**config.mk**
```make
export PLATFORM = sky130hd
export DESIGN_NAME = wtc_cache
export DESIGN_NICKNAME = d
export VERILOG_FILES = /design/src/rtl/wtc_pkg.sv /design/src/rtl/wtc_tag_store.sv /design/src/rtl/wtc_data_ram.sv /design/src/rtl/wtc_ctrl.sv /design/src/rtl/wtc_cache.sv
export SDC_FILE = /design/constraint.sdc
export NUM_CORES = 2
export LEC_CHECK = 0
export BUFFER_PORTS_ARGS = -buffer_cell sky130_fd_sc_hd__buf_2
export CAP_MARGIN = 20
export CORE_MARGIN = 1.5
export CORE_UTILIZATION = 56
export DETAILED_ROUTE_END_ITERATION = 8
export PLACE_DENSITY = 0.77
export REMOVE_ABC_BUFFERS = 1
export SLEW_MARGIN = 20
export SYNTH_ARGS = -nofsm -noshare
export SYNTH_HDL_FRONTEND = slang
export SYNTH_SLANG_ARGS = --single-unit
```
**constraint.sdc**
```tcl
create_clock -name clk -period 4.62 [get_ports clk]
set_input_delay 0.462 -clock clk [delete_from_list [all_inputs] [get_ports clk]]
set_output_delay 0.462 -clock clk [all_outputs]
set_load 0.01 [all_outputs]
```
**src/rtl/wtc_pkg.sv**
```systemverilog
package wtc_pkg;
  typedef enum logic [2:0] {
    ST_IDLE,
    ST_LOOKUP,
    ST_FILL,
    ST_WRITE,
    ST_RESP
  } wtc_state_e;
endpackage

```
**src/rtl/wtc_tag_store.sv**
```systemverilog
module wtc_tag_store #(
  parameter int LINES = 16,
  parameter int TAG_W = 8,
  localparam int IDX_W = $clog2(LINES)
) (
  input  logic             clk,
  input  logic             rst,
  input  logic [IDX_W-1:0] rd_idx,
  output logic             rd_valid,
  output logic [TAG_W-1:0] rd_tag,
  input  logic             wr_en,
  input  logic [IDX_W-1:0] wr_idx,
  input  logic [TAG_W-1:0] wr_tag
);
  logic [LINES-1:0] valid_q;
  logic [TAG_W-1:0] tag_q [LINES];

  always_ff @(posedge clk) begin
    if (rst) valid_q <= '0;
    else if (wr_en) valid_q[wr_idx] <= 1'b1;
  end

  always_ff @(posedge clk) begin
    if (wr_en) tag_q[wr_idx] <= wr_tag;
  end

  assign rd_valid = valid_q[rd_idx];
  assign rd_tag   = tag_q[rd_idx];
endmodule

```
**src/rtl/wtc_data_ram.sv**
```systemverilog
module wtc_data_ram #(
  parameter int AW     = 6,
  parameter int DATA_W = 32,
  localparam int NB    = DATA_W / 8,
  localparam int DEPTH = 1 << AW
) (
  input  logic              clk,
  input  logic              we,
  input  logic [NB-1:0]     be,
  input  logic [AW-1:0]     waddr,
  input  logic [DATA_W-1:0] wdata,
  input  logic [AW-1:0]     raddr,
  output logic [DATA_W-1:0] rdata
);
  logic [DATA_W-1:0] mem_q [DEPTH];

  always_ff @(posedge clk) begin
    for (int b = 0; b < NB; b++) begin
      if (we && be[b]) mem_q[waddr][b*8 +: 8] <= wdata[b*8 +: 8];
    end
    rdata <= mem_q[raddr];
  end
endmodule

```
**src/rtl/wtc_ctrl.sv**
```systemverilog
module wtc_ctrl
  import wtc_pkg::*;
#(
  parameter int ADDR_W     = 16,
  parameter int DATA_W     = 32,
  parameter int LINES      = 16,
  parameter int LINE_WORDS = 4,
  localparam int NB     = DATA_W / 8,
  localparam int BOFF_W = $clog2(NB),
  localparam int WSEL_W = $clog2(LINE_WORDS),
  localparam int IDX_W  = $clog2(LINES),
  localparam int TAG_W  = ADDR_W - IDX_W - WSEL_W - BOFF_W,
  localparam int RAM_AW = IDX_W + WSEL_W
) (
  input  logic              clk,
  input  logic              rst,
  input  logic              cpu_valid,
  output logic              cpu_ready,
  input  logic              cpu_we,
  input  logic [ADDR_W-1:0] cpu_addr,
  input  logic [NB-1:0]     cpu_be,
  input  logic [DATA_W-1:0] cpu_wdata,
  output logic [DATA_W-1:0] cpu_rdata,
  output logic              mem_valid,
  input  logic              mem_ready,
  output logic              mem_we,
  output logic [ADDR_W-1:0] mem_addr,
  output logic [NB-1:0]     mem_be,
  output logic [DATA_W-1:0] mem_wdata,
  input  logic [DATA_W-1:0] mem_rdata,
  output logic [IDX_W-1:0]  tag_rd_idx,
  input  logic              tag_rd_valid,
  input  logic [TAG_W-1:0]  tag_rd_tag,
  output logic              tag_wr_en,
  output logic [TAG_W-1:0]  tag_wr_tag,
  output logic [RAM_AW-1:0] ram_raddr,
  input  logic [DATA_W-1:0] ram_rdata,
  output logic              ram_we,
  output logic [NB-1:0]     ram_be,
  output logic [RAM_AW-1:0] ram_waddr,
  output logic [DATA_W-1:0] ram_wdata
);
  localparam logic [WSEL_W-1:0] LAST_BEAT = WSEL_W'(LINE_WORDS - 1);

  wtc_state_e        state_q;
  logic [ADDR_W-1:0] req_addr_q;
  logic              req_we_q;
  logic [NB-1:0]     req_be_q;
  logic [DATA_W-1:0] req_wdata_q;
  logic [WSEL_W-1:0] beat_q;
  logic [DATA_W-1:0] rdata_q;

  logic [TAG_W-1:0]  req_tag;
  logic [IDX_W-1:0]  req_idx;
  logic [WSEL_W-1:0] req_word;
  logic              hit;
  logic              mem_xfer;

  assign req_tag  = req_addr_q[ADDR_W-1 -: TAG_W];
  assign req_idx  = req_addr_q[BOFF_W+WSEL_W +: IDX_W];
  assign req_word = req_addr_q[BOFF_W +: WSEL_W];
  assign hit      = tag_rd_valid && (tag_rd_tag == req_tag);
  assign mem_xfer = mem_valid && mem_ready;

  // lookup and fill both act on the latched request's index
  assign tag_rd_idx = req_idx;
  assign tag_wr_tag = req_tag;
  assign tag_wr_en  = (state_q == ST_FILL) && mem_ready && (beat_q == LAST_BEAT);

  // synchronous read: address the RAM from the live request while idle
  assign ram_raddr = (state_q == ST_IDLE) ? cpu_addr[BOFF_W +: RAM_AW]
                                          : {req_idx, req_word};

  always_comb begin
    ram_we    = 1'b0;
    ram_be    = '1;
    ram_waddr = {req_idx, beat_q};
    ram_wdata = mem_rdata;
    if (state_q == ST_FILL) begin
      ram_we = mem_ready;
    end else if (state_q == ST_LOOKUP && req_we_q && hit) begin
      ram_we    = 1'b1;
      ram_be    = req_be_q;
      ram_waddr = {req_idx, req_word};
      ram_wdata = req_wdata_q;
    end
  end

  always_ff @(posedge clk) begin
    if (rst) begin
      state_q <= ST_IDLE;
      beat_q  <= '0;
    end else begin
      case (state_q)
        ST_IDLE: begin
          if (cpu_valid) state_q <= ST_LOOKUP;
        end
        ST_LOOKUP: begin
          beat_q <= '0;
          if (req_we_q)  state_q <= ST_WRITE;
          else if (hit)  state_q <= ST_RESP;
          else           state_q <= ST_FILL;
        end
        ST_FILL: begin
          if (mem_ready) begin
            beat_q <= beat_q + 1'b1;
            if (beat_q == LAST_BEAT) state_q <= ST_RESP;
          end
        end
        ST_WRITE: begin
          if (mem_ready) state_q <= ST_RESP;
        end
        default: state_q <= ST_IDLE;
      endcase
    end
  end

  always_ff @(posedge clk) begin
    if (state_q == ST_IDLE && cpu_valid) begin
      req_addr_q  <= cpu_addr;
      req_we_q    <= cpu_we;
      req_be_q    <= cpu_be;
      req_wdata_q <= cpu_wdata;
    end
    if (state_q == ST_LOOKUP && !req_we_q && hit) rdata_q <= ram_rdata;
    if (state_q == ST_FILL && mem_ready && beat_q == req_word) rdata_q <= mem_rdata;
  end

  assign cpu_ready = (state_q == ST_RESP);
  assign cpu_rdata = rdata_q;
  assign mem_valid = (state_q == ST_FILL) || (state_q == ST_WRITE);
  assign mem_we    = (state_q == ST_WRITE);
  assign mem_be    = mem_we ? req_be_q : '1;
  assign mem_wdata = req_wdata_q;
  assign mem_addr  = mem_we ? req_addr_q
                            : {req_tag, req_idx, beat_q, {BOFF_W{1'b0}}};

  logic unused_ok;
  assign unused_ok = mem_xfer;
endmodule

```
**src/rtl/wtc_cache.sv**
```systemverilog
module wtc_cache #(
  parameter int ADDR_W     = 16,
  parameter int DATA_W     = 32,
  parameter int LINES      = 16,
  parameter int LINE_WORDS = 4,
  localparam int NB     = DATA_W / 8,
  localparam int BOFF_W = $clog2(NB),
  localparam int WSEL_W = $clog2(LINE_WORDS),
  localparam int IDX_W  = $clog2(LINES),
  localparam int TAG_W  = ADDR_W - IDX_W - WSEL_W - BOFF_W,
  localparam int RAM_AW = IDX_W + WSEL_W
) (
  input  logic              clk,
  input  logic              rst,
  input  logic              cpu_valid,
  output logic              cpu_ready,
  input  logic              cpu_we,
  input  logic [ADDR_W-1:0] cpu_addr,
  input  logic [NB-1:0]     cpu_be,
  input  logic [DATA_W-1:0] cpu_wdata,
  output logic [DATA_W-1:0] cpu_rdata,
  output logic              mem_valid,
  input  logic              mem_ready,
  output logic              mem_we,
  output logic [ADDR_W-1:0] mem_addr,
  output logic [NB-1:0]     mem_be,
  output logic [DATA_W-1:0] mem_wdata,
  input  logic [DATA_W-1:0] mem_rdata
);
  logic [IDX_W-1:0]  tag_rd_idx;
  logic              tag_rd_valid;
  logic [TAG_W-1:0]  tag_rd_tag;
  logic              tag_wr_en;
  logic [TAG_W-1:0]  tag_wr_tag;
  logic [RAM_AW-1:0] ram_raddr;
  logic [DATA_W-1:0] ram_rdata;
  logic              ram_we;
  logic [NB-1:0]     ram_be;
  logic [RAM_AW-1:0] ram_waddr;
  logic [DATA_W-1:0] ram_wdata;

  wtc_ctrl #(
    .ADDR_W(ADDR_W), .DATA_W(DATA_W), .LINES(LINES), .LINE_WORDS(LINE_WORDS)
  ) u_ctrl (
    .clk(clk), .rst(rst),
    .cpu_valid(cpu_valid), .cpu_ready(cpu_ready), .cpu_we(cpu_we),
    .cpu_addr(cpu_addr), .cpu_be(cpu_be), .cpu_wdata(cpu_wdata),
    .cpu_rdata(cpu_rdata),
    .mem_valid(mem_valid), .mem_ready(mem_ready), .mem_we(mem_we),
    .mem_addr(mem_addr), .mem_be(mem_be), .mem_wdata(mem_wdata),
    .mem_rdata(mem_rdata),
    .tag_rd_idx(tag_rd_idx), .tag_rd_valid(tag_rd_valid), .tag_rd_tag(tag_rd_tag),
    .tag_wr_en(tag_wr_en), .tag_wr_tag(tag_wr_tag),
    .ram_raddr(ram_raddr), .ram_rdata(ram_rdata), .ram_we(ram_we),
    .ram_be(ram_be), .ram_waddr(ram_waddr), .ram_wdata(ram_wdata)
  );

  wtc_tag_store #(.LINES(LINES), .TAG_W(TAG_W)) u_tags (
    .clk(clk), .rst(rst),
    .rd_idx(tag_rd_idx), .rd_valid(tag_rd_valid), .rd_tag(tag_rd_tag),
    .wr_en(tag_wr_en), .wr_idx(tag_rd_idx), .wr_tag(tag_wr_tag)
  );

  wtc_data_ram #(.AW(RAM_AW), .DATA_W(DATA_W)) u_data (
    .clk(clk), .we(ram_we), .be(ram_be), .waddr(ram_waddr),
    .wdata(ram_wdata), .raddr(ram_raddr), .rdata(ram_rdata)
  );
endmodule

```
==> results by group <==
Outcome
  – Status: completed

Yosys
  – Library cell with the highest instance count after synthesis: sky130_fd_sc_hd__edfxtp_1
  – Largest cells by area after synthesis: sky130_fd_sc_hd__edfxtp_1, sky130_fd_sc_hd__mux4_2, sky130_fd_sc_hd__a21oi_1, sky130_fd_sc_hd__dfxtp_1, sky130_fd_sc_hd__mux2i_1
  – Post-synth top area share: 0.751
  – Average cell area after synthesis: roughly 21 sq um
  – Top_reg_cell synth: sky130_fd_sc_hd__edfxtp_1
  – Fraction of the yosys area taken by sequential cells: 0.764
  – Most frequent cells after synthesis: sky130_fd_sc_hd__edfxtp_1, sky130_fd_sc_hd__mux4_2, sky130_fd_sc_hd__a21oi_1, sky130_fd_sc_hd__clkbuf_1, sky130_fd_sc_hd__nor2_1
  – Synth Register Bits: around 2300
  – EDFF count, synth: approximately 2300
  – Post-synthesis cell type count: 59
  – Post-synthesis instance total: approximately 4300
  – Synth warn: 0
  – Cell Area, Synth: 0.0904 sq mm
  – Synth area leader: sky130_fd_sc_hd__edfxtp_1
  – Post-synthesis async set-or-reset flop share: 0

Floorplan
  – Die boundary height: 405 um
  – Total core area: approximately 0.16 sq mm
  – Row count: about 150
  – Total die area: approximately 0.16 sq mm
  – Initial Util: 0.563
  – Horizontal die dimension: about 400 um
  – Boundary pin count: about 180

Critical path
  – Data required time of the worst path: between 5000 and 6000 ps
  – Type of destination of the critical path: register
  – Critical path launch point type: register
  – Setup slack of the worst register-to-register path: between 300 and 400 ps
  – Largest fanout of any net on the critical path: 28
  – Cells traversed along the worst timing path: mux4_2 > mux2i_1 > mux2i_1 > nand4_1 > a211oi_4 > buf_12 > buf_4 > nand4_4 > a21oi_1 > buf_4
  – CP max-delay cell: sky130_fd_sc_hd__dfxtp_2
  – Critical Path Stages: 10
  – Count of cells along the worst register-to-register path: 10
  – R2R Path End: u_data.mem_q[43][5]
  – Max incr delay on CP: a little over 800 ps
  – Worst Setup EP: u_data.mem_q[43][5]
  – Arr. time, crit path: just under 5000 ps
  – Number of buffers and inverters on the critical path: 3
  – Critical setup path kind: register to register
  – Category of cells accounting for the largest share of critical-path delay: multiplexers

CTS
  – Maximum level of the CTS H-tree: 4
  – Clock slew at the register clock pins of the worst setup and hold paths: roughly 60 ps
  – Number of buffers inserted during clock tree synthesis: 217
  – Later-pin clock latency in the skew report: 880 ps
  – Root cell of the clock tree: sky130_fd_sc_hd__clkbuf_16
  – Maximum clock path buffer count: 3
  – TritonCTS clock tree: done
  – CTS sink count: between 2000 and 2500

Power and ir drop
  – Total power after layout: 58.7 mW
  – Power density of the placed cells: around 560 mW/mm^2
  – Highest ir drop seen on vdd: 492 uV
  – Static leakage power: around 34 nW

Timing
  – Final Hold Violating Endpoints: 0
  – Max-slew violations: 0
  – Fin Clk Skew: 40.3 ps
  – Actual transition at the worst max-transition pin: 1270 ps
  – Relative slew margins: 0.148
  – Unrepaired setup endpoints after global routing: false
  – Total setup violations reported at the end of the flow: 0
  – Ratio of final minimum period to clock period: 0.931
  – Min Clock Period, post-route: ~4300 ps
  – Highest attainable clock frequency: about 0.23 GHz
  – Summed negative setup slack over all endpoints: 0 ps

Global routing
  – Gr usage total: 0.297
  – Global-route wire length before repair: about 340000 um
  – Number of global-route vias before repair: between 40000 and 50000
  – Antenna violations before repair: 7
  – GRT Residual Overflow: 0
  – Pin count of the biggest net entering global routing: 65

Placed design
  – Buffers on Ports: about 180
  – GP Congestion: just under 0.9
  – DP HPWL: about 150000 um

Route
  – Detail-routed via count per cell: 6.70
  – Residual antenna-violating net count after detailed routing: 0
  – WL/cell: about 33 um
  – Wirelength, routed: 241000 um
  – Initial DRC count: between 7000 and 8000
  – Detailed-routing iteration count for the pre-antenna-repair pass: 5
  – Remaining routing DRC violations: 0
  – Routed vias: a little under 50000

Worst hold path
  – Classification of the worst-slack hold path: input pin to register

Layout
  – Fraction of layout instances using a drive strength above 1: 0.318
  – Layout net count: 5000
  – Synthesis-to-layout area growth: 15.5%

Run
  – Count of maximum capacitance violations: 0
cells by family (layout without fill, tap and decap cells):
family	after synthesis	after routing	synth area share
muxes	701	701	0.154
buffers and inverters	288	1104	0.0151
other	0	3	0
xor gates and xnor gates	8	8	0.000775
DFF	2318	2318	0.764
and+or+nand+nor	394	394	0.0250
adders and majority gates	1	1	0.000138
AOI/OAI and AO/OA	567	567	0.0408
flip-flops by register name, indices dropped and copies added (netlist names), 2 cells and up, named ones only:
name and cells:
u_data.mem_q 2048, u_tags.tag_q 128, u_ctrl.cpu_rdata 32, u_ctrl.mem_wdata 32, u_data.rdata 32, u_ctrl.req_addr_q 16
u_tags.valid_q 16, u_ctrl.req_be_q 4, u_ctrl.state_q 3, u_ctrl.beat_q 2
metrics by stage:
stage          instances  area, sq um  hold slack (ps)   util  setup slack, ps
2_1_floorplan       3993        89000              435      -           -42200
3_3_place_gp        6771        96500              446  0.602              376
3_5_place_dp        6771        96500              461  0.602              207
4_1_cts             7252       104000             6.59  0.650              146
5_1_grt             7253       104000             36.3  0.650              115
6_report            7256       104000             79.0  0.650              317
placed cells by master, fill, tap and decap left out, drive strengths merged, types with 55 or more instances in the layout:
cell type,n
a22oi,98
a221oi,55
dfxtp,57
nor2,137
a21oi,309
mux2,85
mux4,535
clkinv,105
mux2i,81
clkbuf,269
buf,619
edfxtp,2261
nand2,109
dlygate4sd3,79
area by class of cell:
class	instances	area [sq um]
diodes	3	7.51
clock buffers	269	5700
clock inverters	133	1310
fillers	10200	56100
inverters	4	15.0
multi-input cells	1671	20100
flip-flops and latches	2318	69000
well taps	2160	2700
repair buffers	698	5420
worst min-delay path by stage:
stage / from / to / slack, ps / cells past startpoint
after floorplan: u_tags.valid_q[10] / u_tags.valid_q[10] / 430 / 2
after global placement: u_tags.valid_q[10] / u_tags.valid_q[10] / 450 / 2
after detailed placement: u_tags.valid_q[2] / u_tags.valid_q[2] / 460 / 2
after CTS: mem_rdata[1] / u_ctrl.cpu_rdata[1] / 7 / 2
after global routing: mem_rdata[23] / u_ctrl.cpu_rdata[23] / 40 / 2
final: mem_rdata[23] / u_ctrl.cpu_rdata[23] / 80 / 2
power breakdown:
group	total, mW	switching (mW)	leakage (nW)	internal, mW
logic	17.0	9.87	9.65	7.16
clock network	17.5	7.83	3.40	9.70
registers	24.1	0.475	20.8	23.6
worst reg2reg max path: stages, from the launching register on:
cell and delay, ps:
sky130_fd_sc_hd__dfxtp_2 820, sky130_fd_sc_hd__mux4_2 610, sky130_fd_sc_hd__mux2i_1 180, sky130_fd_sc_hd__mux2i_1 200, sky130_fd_sc_hd__nand4_1 170, sky130_fd_sc_hd__a211oi_4 340, sky130_fd_sc_hd__buf_12 330, sky130_fd_sc_hd__buf_4 360
sky130_fd_sc_hd__nand4_4 370, sky130_fd_sc_hd__a21oi_1 410, sky130_fd_sc_hd__buf_4 220
what timing repair did:
item	CTS	global route
endpoints found under the setup margin	0	5
setup buffers	0	0
endpoints found under the hold margin	91	0
hold buffers	79	0
gates resized for setup	0	1
per-layer routing:
layer	vias up	share of wire	wire length (um)	global-route usage
li1	19300	-	-	-
met2	3622	0.48	115000	0.461
met1	25100	0.36	86700	0.406
met3	577	0.12	29300	0.0765
met4	4	0.044	10500	0.123
met5	-	0.00013	32	0
No activity file was read; power rests on OpenSTA's default activity.
